`src/rtl/sdiv_pkg.sv`:
```
package sdiv_pkg;

    localparam int unsigned DVD_W  = 32;
    localparam int unsigned DVS_W  = 16;
    localparam int unsigned ADDR_W = 5;
    localparam int unsigned DATA_W = 32;

    localparam logic [ADDR_W-1:0] OFS_DVD = ADDR_W'(8'h00);
    localparam logic [ADDR_W-1:0] OFS_DVS = ADDR_W'(8'h04);
    localparam logic [ADDR_W-1:0] OFS_QUO = ADDR_W'(8'h08);
    localparam logic [ADDR_W-1:0] OFS_REM = ADDR_W'(8'h0C);
    localparam logic [ADDR_W-1:0] OFS_STS = ADDR_W'(8'h10);

    typedef enum logic [1:0] {
        ENG_IDLE = 2'd0,
        ENG_RUN  = 2'd1,
        ENG_FIX  = 2'd2
    } eng_state_e;

    typedef struct packed {
        logic quo_neg;
        logic rem_neg;
    } sign_fix_t;

    typedef struct packed {
        logic zero_div;
        logic finish;
    } status_t;

endpackage

```
`src/rtl/sdiv_step.sv`:
```
module sdiv_step #(
    parameter int unsigned DVS_W = sdiv_pkg::DVS_W
) (
    input  logic [DVS_W-1:0] r_in,
    input  logic             bit_in,
    input  logic [DVS_W-1:0] d,
    output logic [DVS_W-1:0] r_out,
    output logic             q_bit
);
    localparam int unsigned EXT_W = DVS_W + 1;

    logic [EXT_W-1:0] shifted;
    logic [EXT_W-1:0] diff;

    always_comb begin
        shifted = {r_in, bit_in};
        diff    = shifted - {1'b0, d};
        q_bit   = (shifted >= {1'b0, d});
        r_out   = q_bit ? diff[DVS_W-1:0] : shifted[DVS_W-1:0];
    end
endmodule

```
`src/rtl/sdiv_engine.sv`:
```
module sdiv_engine
    import sdiv_pkg::*;
#(
    parameter int unsigned DVD_W = sdiv_pkg::DVD_W,
    parameter int unsigned DVS_W = sdiv_pkg::DVS_W
) (
    input  logic             clk,
    input  logic             rst,
    input  logic             start,
    input  logic [DVD_W-1:0] dvd,
    input  logic [DVS_W-1:0] dvs,
    output logic             busy,
    output logic             res_valid,
    output logic [DVD_W-1:0] res_quo,
    output logic [DVS_W-1:0] res_rem
);
    localparam int unsigned CNT_W = $clog2(DVD_W);
    localparam logic [CNT_W-1:0] LAST = CNT_W'(DVD_W - 1);

    eng_state_e       state_q;
    logic [CNT_W-1:0] cnt_q;
    logic [DVD_W-1:0] q_acc;
    logic [DVS_W-1:0] r_acc;
    logic [DVS_W-1:0] d_mag;
    sign_fix_t        sgn_q;

    logic [DVS_W-1:0] r_nxt;
    logic             q_bit;

    sdiv_step #(.DVS_W(DVS_W)) u_step (
        .r_in  (r_acc),
        .bit_in(q_acc[DVD_W-1]),
        .d     (d_mag),
        .r_out (r_nxt),
        .q_bit (q_bit)
    );

    always_ff @(posedge clk) begin
        if (rst) begin
            state_q <= ENG_IDLE;
            cnt_q   <= '0;
            q_acc   <= '0;
            r_acc   <= '0;
            d_mag   <= '0;
            sgn_q   <= '0;
        end else if (start) begin
            cnt_q <= '0;
            if (dvs == '0) begin
                // zero divisor: fixed pattern, skip the iterations
                q_acc   <= '1;
                r_acc   <= dvd[DVS_W-1:0];
                d_mag   <= '0;
                sgn_q   <= '0;
                state_q <= ENG_FIX;
            end else begin
                q_acc         <= dvd[DVD_W-1] ? (~dvd + 1'b1) : dvd;
                r_acc         <= '0;
                d_mag         <= dvs[DVS_W-1] ? (~dvs + 1'b1) : dvs;
                sgn_q.quo_neg <= dvd[DVD_W-1] ^ dvs[DVS_W-1];
                sgn_q.rem_neg <= dvd[DVD_W-1];
                state_q       <= ENG_RUN;
            end
        end else begin
            case (state_q)
                ENG_RUN: begin
                    q_acc <= {q_acc[DVD_W-2:0], q_bit};
                    r_acc <= r_nxt;
                    cnt_q <= cnt_q + 1'b1;
                    if (cnt_q == LAST) state_q <= ENG_FIX;
                end
                ENG_FIX: state_q <= ENG_IDLE;
                default: state_q <= ENG_IDLE;
            endcase
        end
    end

    always_comb begin
        busy      = (state_q != ENG_IDLE);
        res_valid = (state_q == ENG_FIX) && !start;
        res_quo   = sgn_q.quo_neg ? (~q_acc + 1'b1) : q_acc;
        res_rem   = sgn_q.rem_neg ? (~r_acc + 1'b1) : r_acc;
    end
endmodule

```
`src/rtl/sdiv_regs.sv`:
```
module sdiv_regs
    import sdiv_pkg::*;
#(
    parameter int unsigned DVD_W  = sdiv_pkg::DVD_W,
    parameter int unsigned DVS_W  = sdiv_pkg::DVS_W,
    parameter int unsigned ADDR_W = sdiv_pkg::ADDR_W,
    parameter int unsigned DATA_W = sdiv_pkg::DATA_W
) (
    input  logic              clk,
    input  logic              rst,
    input  logic              wr_en,
    input  logic [ADDR_W-1:0] addr,
    input  logic [DATA_W-1:0] wdata,
    input  logic              eng_busy,
    input  logic              res_valid,
    input  logic [DVD_W-1:0]  res_quo,
    input  logic [DVS_W-1:0]  res_rem,
    output logic              start,
    output logic [DVD_W-1:0]  dvd_q,
    output logic [DVS_W-1:0]  dvs_new,
    output logic [DATA_W-1:0] quo_q,
    output logic [DATA_W-1:0] rem_q,
    output logic              dz_q,
    output logic [DATA_W-1:0] rdata
);
    localparam int unsigned SEXT_W = DATA_W - DVS_W;

    logic [DVS_W-1:0] dvs_q;
    status_t          sts;

    always_comb begin
        start   = wr_en && (addr == OFS_DVS);
        dvs_new = wdata[DVS_W-1:0];
    end

    always_ff @(posedge clk) begin
        if (rst) begin
            dvd_q <= '0;
            dvs_q <= '0;
            quo_q <= '0;
            rem_q <= '0;
            dz_q  <= 1'b0;
        end else begin
            if (wr_en && addr == OFS_DVD) dvd_q <= wdata[DVD_W-1:0];
            if (start) begin
                dvs_q <= dvs_new;
                dz_q  <= (dvs_new == '0);
            end
            if (res_valid) begin
                quo_q <= DATA_W'(res_quo);
                rem_q <= {{SEXT_W{res_rem[DVS_W-1]}}, res_rem};
            end
        end
    end

    always_comb begin
        sts.finish   = !eng_busy;
        sts.zero_div = dz_q;
        case (addr)
            OFS_DVD: rdata = DATA_W'(dvd_q);
            OFS_DVS: rdata = DATA_W'(dvs_q);
            OFS_QUO: rdata = quo_q;
            OFS_REM: rdata = rem_q;
            OFS_STS: rdata = DATA_W'(sts);
            default: rdata = '0;
        endcase
    end
endmodule

```
`src/rtl/sdiv_periph.sv`:
```
module sdiv_periph
    import sdiv_pkg::*;
#(
    parameter int unsigned DVD_W  = sdiv_pkg::DVD_W,
    parameter int unsigned DVS_W  = sdiv_pkg::DVS_W,
    parameter int unsigned ADDR_W = sdiv_pkg::ADDR_W,
    parameter int unsigned DATA_W = sdiv_pkg::DATA_W
) (
    input  logic              clk,
    input  logic              rst,
    input  logic              wr_en,
    input  logic [ADDR_W-1:0] addr,
    input  logic [DATA_W-1:0] wdata,
    output logic [DATA_W-1:0] rdata
);
    logic              start;
    logic [DVD_W-1:0]  dvd_q;
    logic [DVS_W-1:0]  dvs_new;
    logic [DATA_W-1:0] quo_q;
    logic [DATA_W-1:0] rem_q;
    logic              dz_flag;
    logic              eng_busy;
    logic              finish_flag;
    logic              res_valid;
    logic [DVD_W-1:0]  res_quo;
    logic [DVS_W-1:0]  res_rem;

    assign finish_flag = !eng_busy;

    sdiv_regs #(
        .DVD_W(DVD_W), .DVS_W(DVS_W), .ADDR_W(ADDR_W), .DATA_W(DATA_W)
    ) u_regs (
        .clk      (clk),
        .rst      (rst),
        .wr_en    (wr_en),
        .addr     (addr),
        .wdata    (wdata),
        .eng_busy (eng_busy),
        .res_valid(res_valid),
        .res_quo  (res_quo),
        .res_rem  (res_rem),
        .start    (start),
        .dvd_q    (dvd_q),
        .dvs_new  (dvs_new),
        .quo_q    (quo_q),
        .rem_q    (rem_q),
        .dz_q     (dz_flag),
        .rdata    (rdata)
    );

    sdiv_engine #(.DVD_W(DVD_W), .DVS_W(DVS_W)) u_eng (
        .clk      (clk),
        .rst      (rst),
        .start    (start),
        .dvd      (dvd_q),
        .dvs      (dvs_new),
        .busy     (eng_busy),
        .res_valid(res_valid),
        .res_quo  (res_quo),
        .res_rem  (res_rem)
    );
endmodule

```
`config.mk`:
```
export PLATFORM = sky130hd
export DESIGN_NAME = sdiv_periph
export DESIGN_NICKNAME = d
export VERILOG_FILES = /design/src/rtl/sdiv_pkg.sv /design/src/rtl/sdiv_step.sv /design/src/rtl/sdiv_engine.sv /design/src/rtl/sdiv_regs.sv /design/src/rtl/sdiv_periph.sv
export SDC_FILE = /design/constraint.sdc
export NUM_CORES = 1
export LEC_CHECK = 0
export BUFFER_PORTS_ARGS = -buffer_cell sky130_fd_sc_hd__buf_2
export CAP_MARGIN = 20
export CELL_PAD_IN_SITES_DETAIL_PLACEMENT = 0
export CELL_PAD_IN_SITES_GLOBAL_PLACEMENT = 1
export CORE_UTILIZATION = 46
export DETAILED_ROUTE_END_ITERATION = 16
export MAX_ROUTING_LAYER = met4
export PLACE_DENSITY_LB_ADDON = 0.1
export SYNTH_ARGS = -nofsm -noshare
export SYNTH_HDL_FRONTEND = slang
export SYNTH_SLANG_ARGS = --single-unit
```
`constraint.sdc`:
```
create_clock -name clk -period 3.2 [get_ports clk]
set_input_delay 0.16 -clock clk [delete_from_list [all_inputs] [get_ports clk]]
set_output_delay 0.16 -clock clk [all_outputs]
set_load 0.005 [all_outputs]
```
* After elaboration in Yosys (flattened, before gate mapping)
Index checks and enable logic that the tools add are counted.
Operators by class: $add $sub $neg 6, magnitude comparators 1, equality and inequality tests 8, mux-type cells 18, bitwise gates (word level) 5, reduce and logical (&&, ||, !) cells 10
Operators by type and width (count):
- two-way mux 32 bit | 5
- one-hot mux 32 bit (5 select lines) | 1
- two-way mux 16 bit | 7
- adder 32 x 1 -> 32 bit, second input constant | 2
- inverter 32 bit | 2
- adder 16 x 1 -> 16 bit, second input constant | 2
- inverter 16 bit | 2
- >= comparator 17 x 16 -> 1 bit | 1
- zero test 16 bit | 1
- subtractor 16 bit | 1
- equality test 5 x 4 -> 1 bit, second input constant | 2
- equality test 5 bit, second input constant | 2
- two-way mux 2 bit | 5
- adder 5 x 1 -> 5 bit, second input constant | 1
- equality test 5 x 3 -> 1 bit, second input constant | 1
- zero test 5 bit | 1
- nonzero test 2 bit | 2
- logical AND 1 bit | 3
- inequality test 3 x 1 -> 1 bit, second input constant | 1
- equality test 2 x 1 -> 1 bit, second input constant | 1
- equality test 2 bit, second input constant | 1
- zero test 1 bit | 2
- OR reduction 2 bit | 1
- bitwise XOR 1 bit | 1
Word-level totals: bits in registers 170, input port bits 40, output and inout port bits 32, logic and storage cells 60

* Depth between registers and ports, before layout
word-level depth 5, mapped depth 10, mapped depth without buffers 10

* Cells and area by module
From an unflattened synthesis, not the netlist that was laid out.
Second synthesis, totals: cells, all modules 1360, area, all modules 10889.2 sq um
By module, submodules not included:
- sdiv_engine | instances 1, cells each 661, area an instance 5064.9 sq um, sequential area each 1461.4 sq um
- sdiv_regs | instances 1, cells each 543, area an instance 4659.5 sq um, sequential area each 1941.9 sq um
- sdiv_step | instances 1, cells each 156, area an instance 1164.9 sq um, sequential area each 0.0 sq um

* Worst setup path after synthesis
Ideal clock, no wire load.
path type reg-to-reg, start reg u_eng.q_acc[31], end reg u_eng.r_acc[14], setup time 132 ps, data arrival time 2446 ps, required time 3068 ps, setup slack 622 ps, stages on the path, launching flop included 11, buffers on the path 0, clock period less this slack 2578 ps, path through dfxtp_1 -> inv_1 -> ha_1 -> inv_1 -> fa_1 -> a21o_1 -> a221oi_1 -> o221ai_1 -> mux2i_1 -> a2111oi_0 -> o21ai_0
On the way: cells in the longest elaborated chain, start to end 4, elaborated cells between the ends (all ways) 5, classes of those cells add/sub: 1; order compare: 1; mux: 3
RTL lines:
- start, declared | RTL line sdiv_engine.sv:22 | logic [DVD_W-1:0] q_acc;
- start signal, assigned | RTL line sdiv_engine.sv:56 | q_acc <= dvd[DVD_W-1] ? (~dvd + 1'b1) : dvd;
- start signal, assigned | RTL line sdiv_engine.sv:66 | q_acc <= {q_acc[DVD_W-2:0], q_bit};
- subtractor 16 bit or >= comparator 17 x 16 -> 1 bit (tied branches) | RTL line sdiv_step.sv:17, sdiv_step.sv:18
- two-way mux 16 bit (*) | RTL line sdiv_step.sv:19 | r_out = q_bit ? diff[DVS_W-1:0] : shifted[DVS_W-1:0];
- two-way mux 16 bit (*) | RTL line sdiv_engine.sv:64 | case (state_q)
- two-way mux 16 bit (*) | RTL line sdiv_engine.sv:46 | end else if (start) begin
- end signal, assigned | RTL line sdiv_engine.sv:51 | r_acc <= dvd[DVS_W-1:0];
- end signal, assigned | RTL line sdiv_engine.sv:67 | r_acc <= r_nxt;
- end, declared | RTL line sdiv_engine.sv:23 | logic [DVS_W-1:0] r_acc;
Mark *: on every way between the ends. The rest lies on a longest branch, timed or not. The select of a mux whose other input is x is not followed. A chain may end at the register's enable or synchronous reset.

* Final worst setup path
start reg u_regs.dvd_q[9], end reg u_eng.q_acc[27]
On the way: cells in the longest elaborated chain, start to end 5
RTL lines:
- start, declared | RTL line sdiv_regs.sv:19 | output logic [DVD_W-1:0] dvd_q,
- start signal, assigned | RTL line sdiv_regs.sv:44 | if (wr_en && addr == OFS_DVD) dvd_q <= wdata[DVD_W-1:0];
- inverter 32 bit | RTL line sdiv_engine.sv:56
- adder 32 x 1 -> 32 bit | RTL line sdiv_engine.sv:56
- two-way mux 32 bit | RTL line sdiv_engine.sv:56
- two-way mux 32 bit | RTL line sdiv_engine.sv:48 | if (dvs == '0) begin
- two-way mux 32 bit | RTL line sdiv_engine.sv:46
Every way passes these cells.

==> impl_metrics.py <==
metrics = {
    "drt": {
        "first_pass_iters": 8,
        "drc_errors": 0,
        "vias": 9374,
        "drt_iter0_drc": 985,
        "avgViaCountPerCell": 6.02,
        "drtAntennaViolNets": 0,
        "routed_wirelength_um": 31800,
        "routedWlPerCell_um": 20.4,
    },
    "placed_design": {
        "dp_hpwl_um": 22300,
        "port_buffers": 71,
        "routabilityCongestion": 0.897,
    },
    "clock_network": {
        "clk_pin_slew_worst_paths_ns": 0.07,
        "post_cts_buffers": 0,
        "cts_tree": "done",
        "cts_made_buffers": 17,
        "cts_root_buffer": "clkbuf_16",
        "cts-htree-levels": 4,
        "clockBufferDepth": 2,
        "numClockSinks": 170,
        "insertion_delay_ns": 0.44,
    },
    "sta": {
        "setup_viol": 0,
        "fin_setup_tns_ns": 0,
        "fin_crit_ns": 2.68,
        "post-route-period-util_pct": 83.9,
        "slew_viol_final": 0,
        "hold_ws_ns": 0.0152,
        "hold_viol_final": 0,
        "fin_skew_ns": 0.0119,
        "tightest_slew_ns": 1.10,
        "max_freq_mhz": 373,
        "rsz0062_at_grt": "no",
        "maxSlewHeadroom_pct": 26.3,
    },
    "cells_and_area": {
        "fillCellCount": 2038,
        "layout_common_cells": "nand2_1, dfxtp_1, a21oi_1",
        "syn_to_final_growth_pct": 14.1,
        "final_common_cell": "nand2_1",
        "antenna_cells": 0,
        "nNetsFinal": 1337,
        "multi_input_area_sq_um": 5770,
        "drive_above_1_share_pct": 12.2,
        "regArea_sq_um": 3400,
    },
    "die": {
        "die_area_sq_um": 21600,
        "die_h_um": 147,
        "boundaryPins": 72,
        "coreArea_sq_um": 20400,
        "start_util_pct": 47.3,
        "die_x_um": 147,
        "fp-row-count": 52,
    },
    "setup_path": {
        "r2r_start": "u_regs.dvd_q[9]",
        "critPathCaptureType": "flip-flop",
        "critPathMaxFanout": 8,
        "worstSetupStartpoint": "u_regs.dvd_q[9]",
        "crit_arrival_ns": 3.03,
        "critPathLaunchType": "flip-flop",
        "worstSetupPathType": "flip-flop to flip-flop",
        "cp.required_ns": 3.54,
    },
    "yosys": {
        "synth_edf_count": 0,
        "netlist_area_sq_um": 9670,
        "post_synth_num_cell_types": 73,
        "synth.yosys.seq_area_share_pct": 35.2,
        "ys_warn_count": 0,
        "avgSynthCellArea_sq_um": 7.87,
        "syn_inst": 1229,
        "ys_ff_latch": 170,
        "synth_async_sr_flop_share_pct": 0,
        "dominantRegCellSynth": "dfxtp_1",
        "synth_nets": 1292,
    },
    "grt": {
        "grt_max_degree": 73,
        "grt_overflow": 0,
        "grt_util_met2_pct": 44.3,
        "grt_pass1_wl_um": 49700,
        "gr-usage-met1_pct": 43.2,
        "grt-busiest-layer": "met2",
        "grt_pass1_vias": 8456,
        "grt_use_met3_pct": 6.43,
        "antenna_found_initial": 1,
        "grt_util_all_layers_pct": 30.9,
    },
    "status": {
        "status": "complete, no violations",
    },
    "min_path": {
        "hp-start": "wdata[1]",
        "hold_class": "input pin to flip-flop",
    },
    "power": {
        "p_leak_uw": 0.00435,
        "vdd.ir_drop.worst_mv": 0.364,
        "power_density_nw_per_um2": 413,
    },
    "flow_run": {
        "maxCapViolCount": 0,
    },
}
-- kinds of logic after synthesis --
family | count (synthesis) | synth area share (%)
compound gates | 395 | 27.0
buf+inv | 133 | 5.27
flops | 170 | 35.2
fa+ha+maj | 23 | 3.05
xor+xnor | 96 | 8.70
mux | 28 | 2.91
simple gates | 384 | 17.9
-- worst max-delay path, cell delays in order, from the launching register on --
cell	delay (ns)
dfxtp_1	0.42
or4_4	0.61
and4bb_1	0.30
or3b_1	0.53
o31a_1	0.32
xnor2_1	0.12
a221oi_1	0.28
-- Yosys cell counts (all sizes together), types with 4 or more instances --
cell type	count	share of area, %
nand2	219	8.5
nor3	13	0.72
nand3	7	0.36
o21a	5	0.39
a222oi	15	1.6
xnor2	27	2.4
a21o	16	1.2
buf	11	0.53
or3	8	0.52
and3	12	0.78
or4	11	0.89
dfxtp	170	35
o31a	5	0.45
nand4	4	0.26
a21oi	119	6.2
nor2b	8	0.52
a22oi	30	2.3
a221oi	18	1.6
mux2i	27	2.8
xor2	69	6.3
o41ai	8	0.72
clkbuf	87	3.4
o21ai	64	3.3
nand3b	4	0.31
a31oi	6	0.45
o31ai	26	2.1
nor4	9	0.65
nand2b	4	0.26
ha	22	2.8
o22ai	23	1.5
nand4b	5	0.45
inv	35	1.4
nor2	67	2.6
a211oi	32	2.5
-- layer usage --
layer	wire length, um	share of wire, %
met5	0	0
met4	718	2.3
met3	2780	8.7
met2	13600	43
met1	14700	46
-- path summary, 6_finish.rpt --
path	depth (start not counted)	slack [ns]	to
max	6	0.52	u_eng.q_acc[27]
min	3	0.02	u_regs.dvd_q[1]
max reg2reg	6	0.52	u_eng.q_acc[27]
min reg2reg	2	0.45	u_regs.rem_q[13]
-- power by group --
group	switching (uW)	internal, uW	total, uW	leakage, uW
combinational	224	124	348	0.00270
sequential	19.6	2130	2150	0.00137
clock	953	1110	2070	0.000273
total	1200	3370	4560	0.00435
-- flip-flops by register name, summed over array words and instances (netlist names) --
signal and flops:
u_regs.quo_q 32, u_eng.cnt_q 5, u_regs.dvs_q 16, u_regs.rem_q 16, u_eng.state_q 2, u_regs.dvd_q 32
u_eng.sgn_q 2, u_eng.d_mag 16, u_regs.dz_q 1, u_eng.q_acc 32, u_eng.r_acc 16
-- metrics by stage --
stage	cells	utilization (%)	setup slack [ns]	cell area, sq um	power, uW
after floorplan	1229	-	0.622	9670	2390
after global placement	1508	50.4	0.578	10300	2520
after detailed placement	1508	50.4	0.493	10300	2520
after CTS	1556	54.0	0.500	11000	4580
after global routing	1557	54.0	0.240	11000	4710
final	1557	54.0	0.516	11000	4560
-- repair_timing --
| action | CTS | global route |
|---|---|---|
| hold endpoints to repair | 16 | 0 |
| hold buffers | 16 | 0 |
| resized for setup | 0 | 0 |
-- cell type report --
cell class                      instances  share of cell area (%)
Clock buffer                           19                    4.01
Clock inverter                         13                    1.21
Inverter                               35                    1.19
Multi-Input combinational cell        926                    52.3
Sequential cell                       170                    30.8
Tap cell                              270                    3.06
Timing Repair Buffer                  124                    7.33
(Power assumes the default switching activity.)
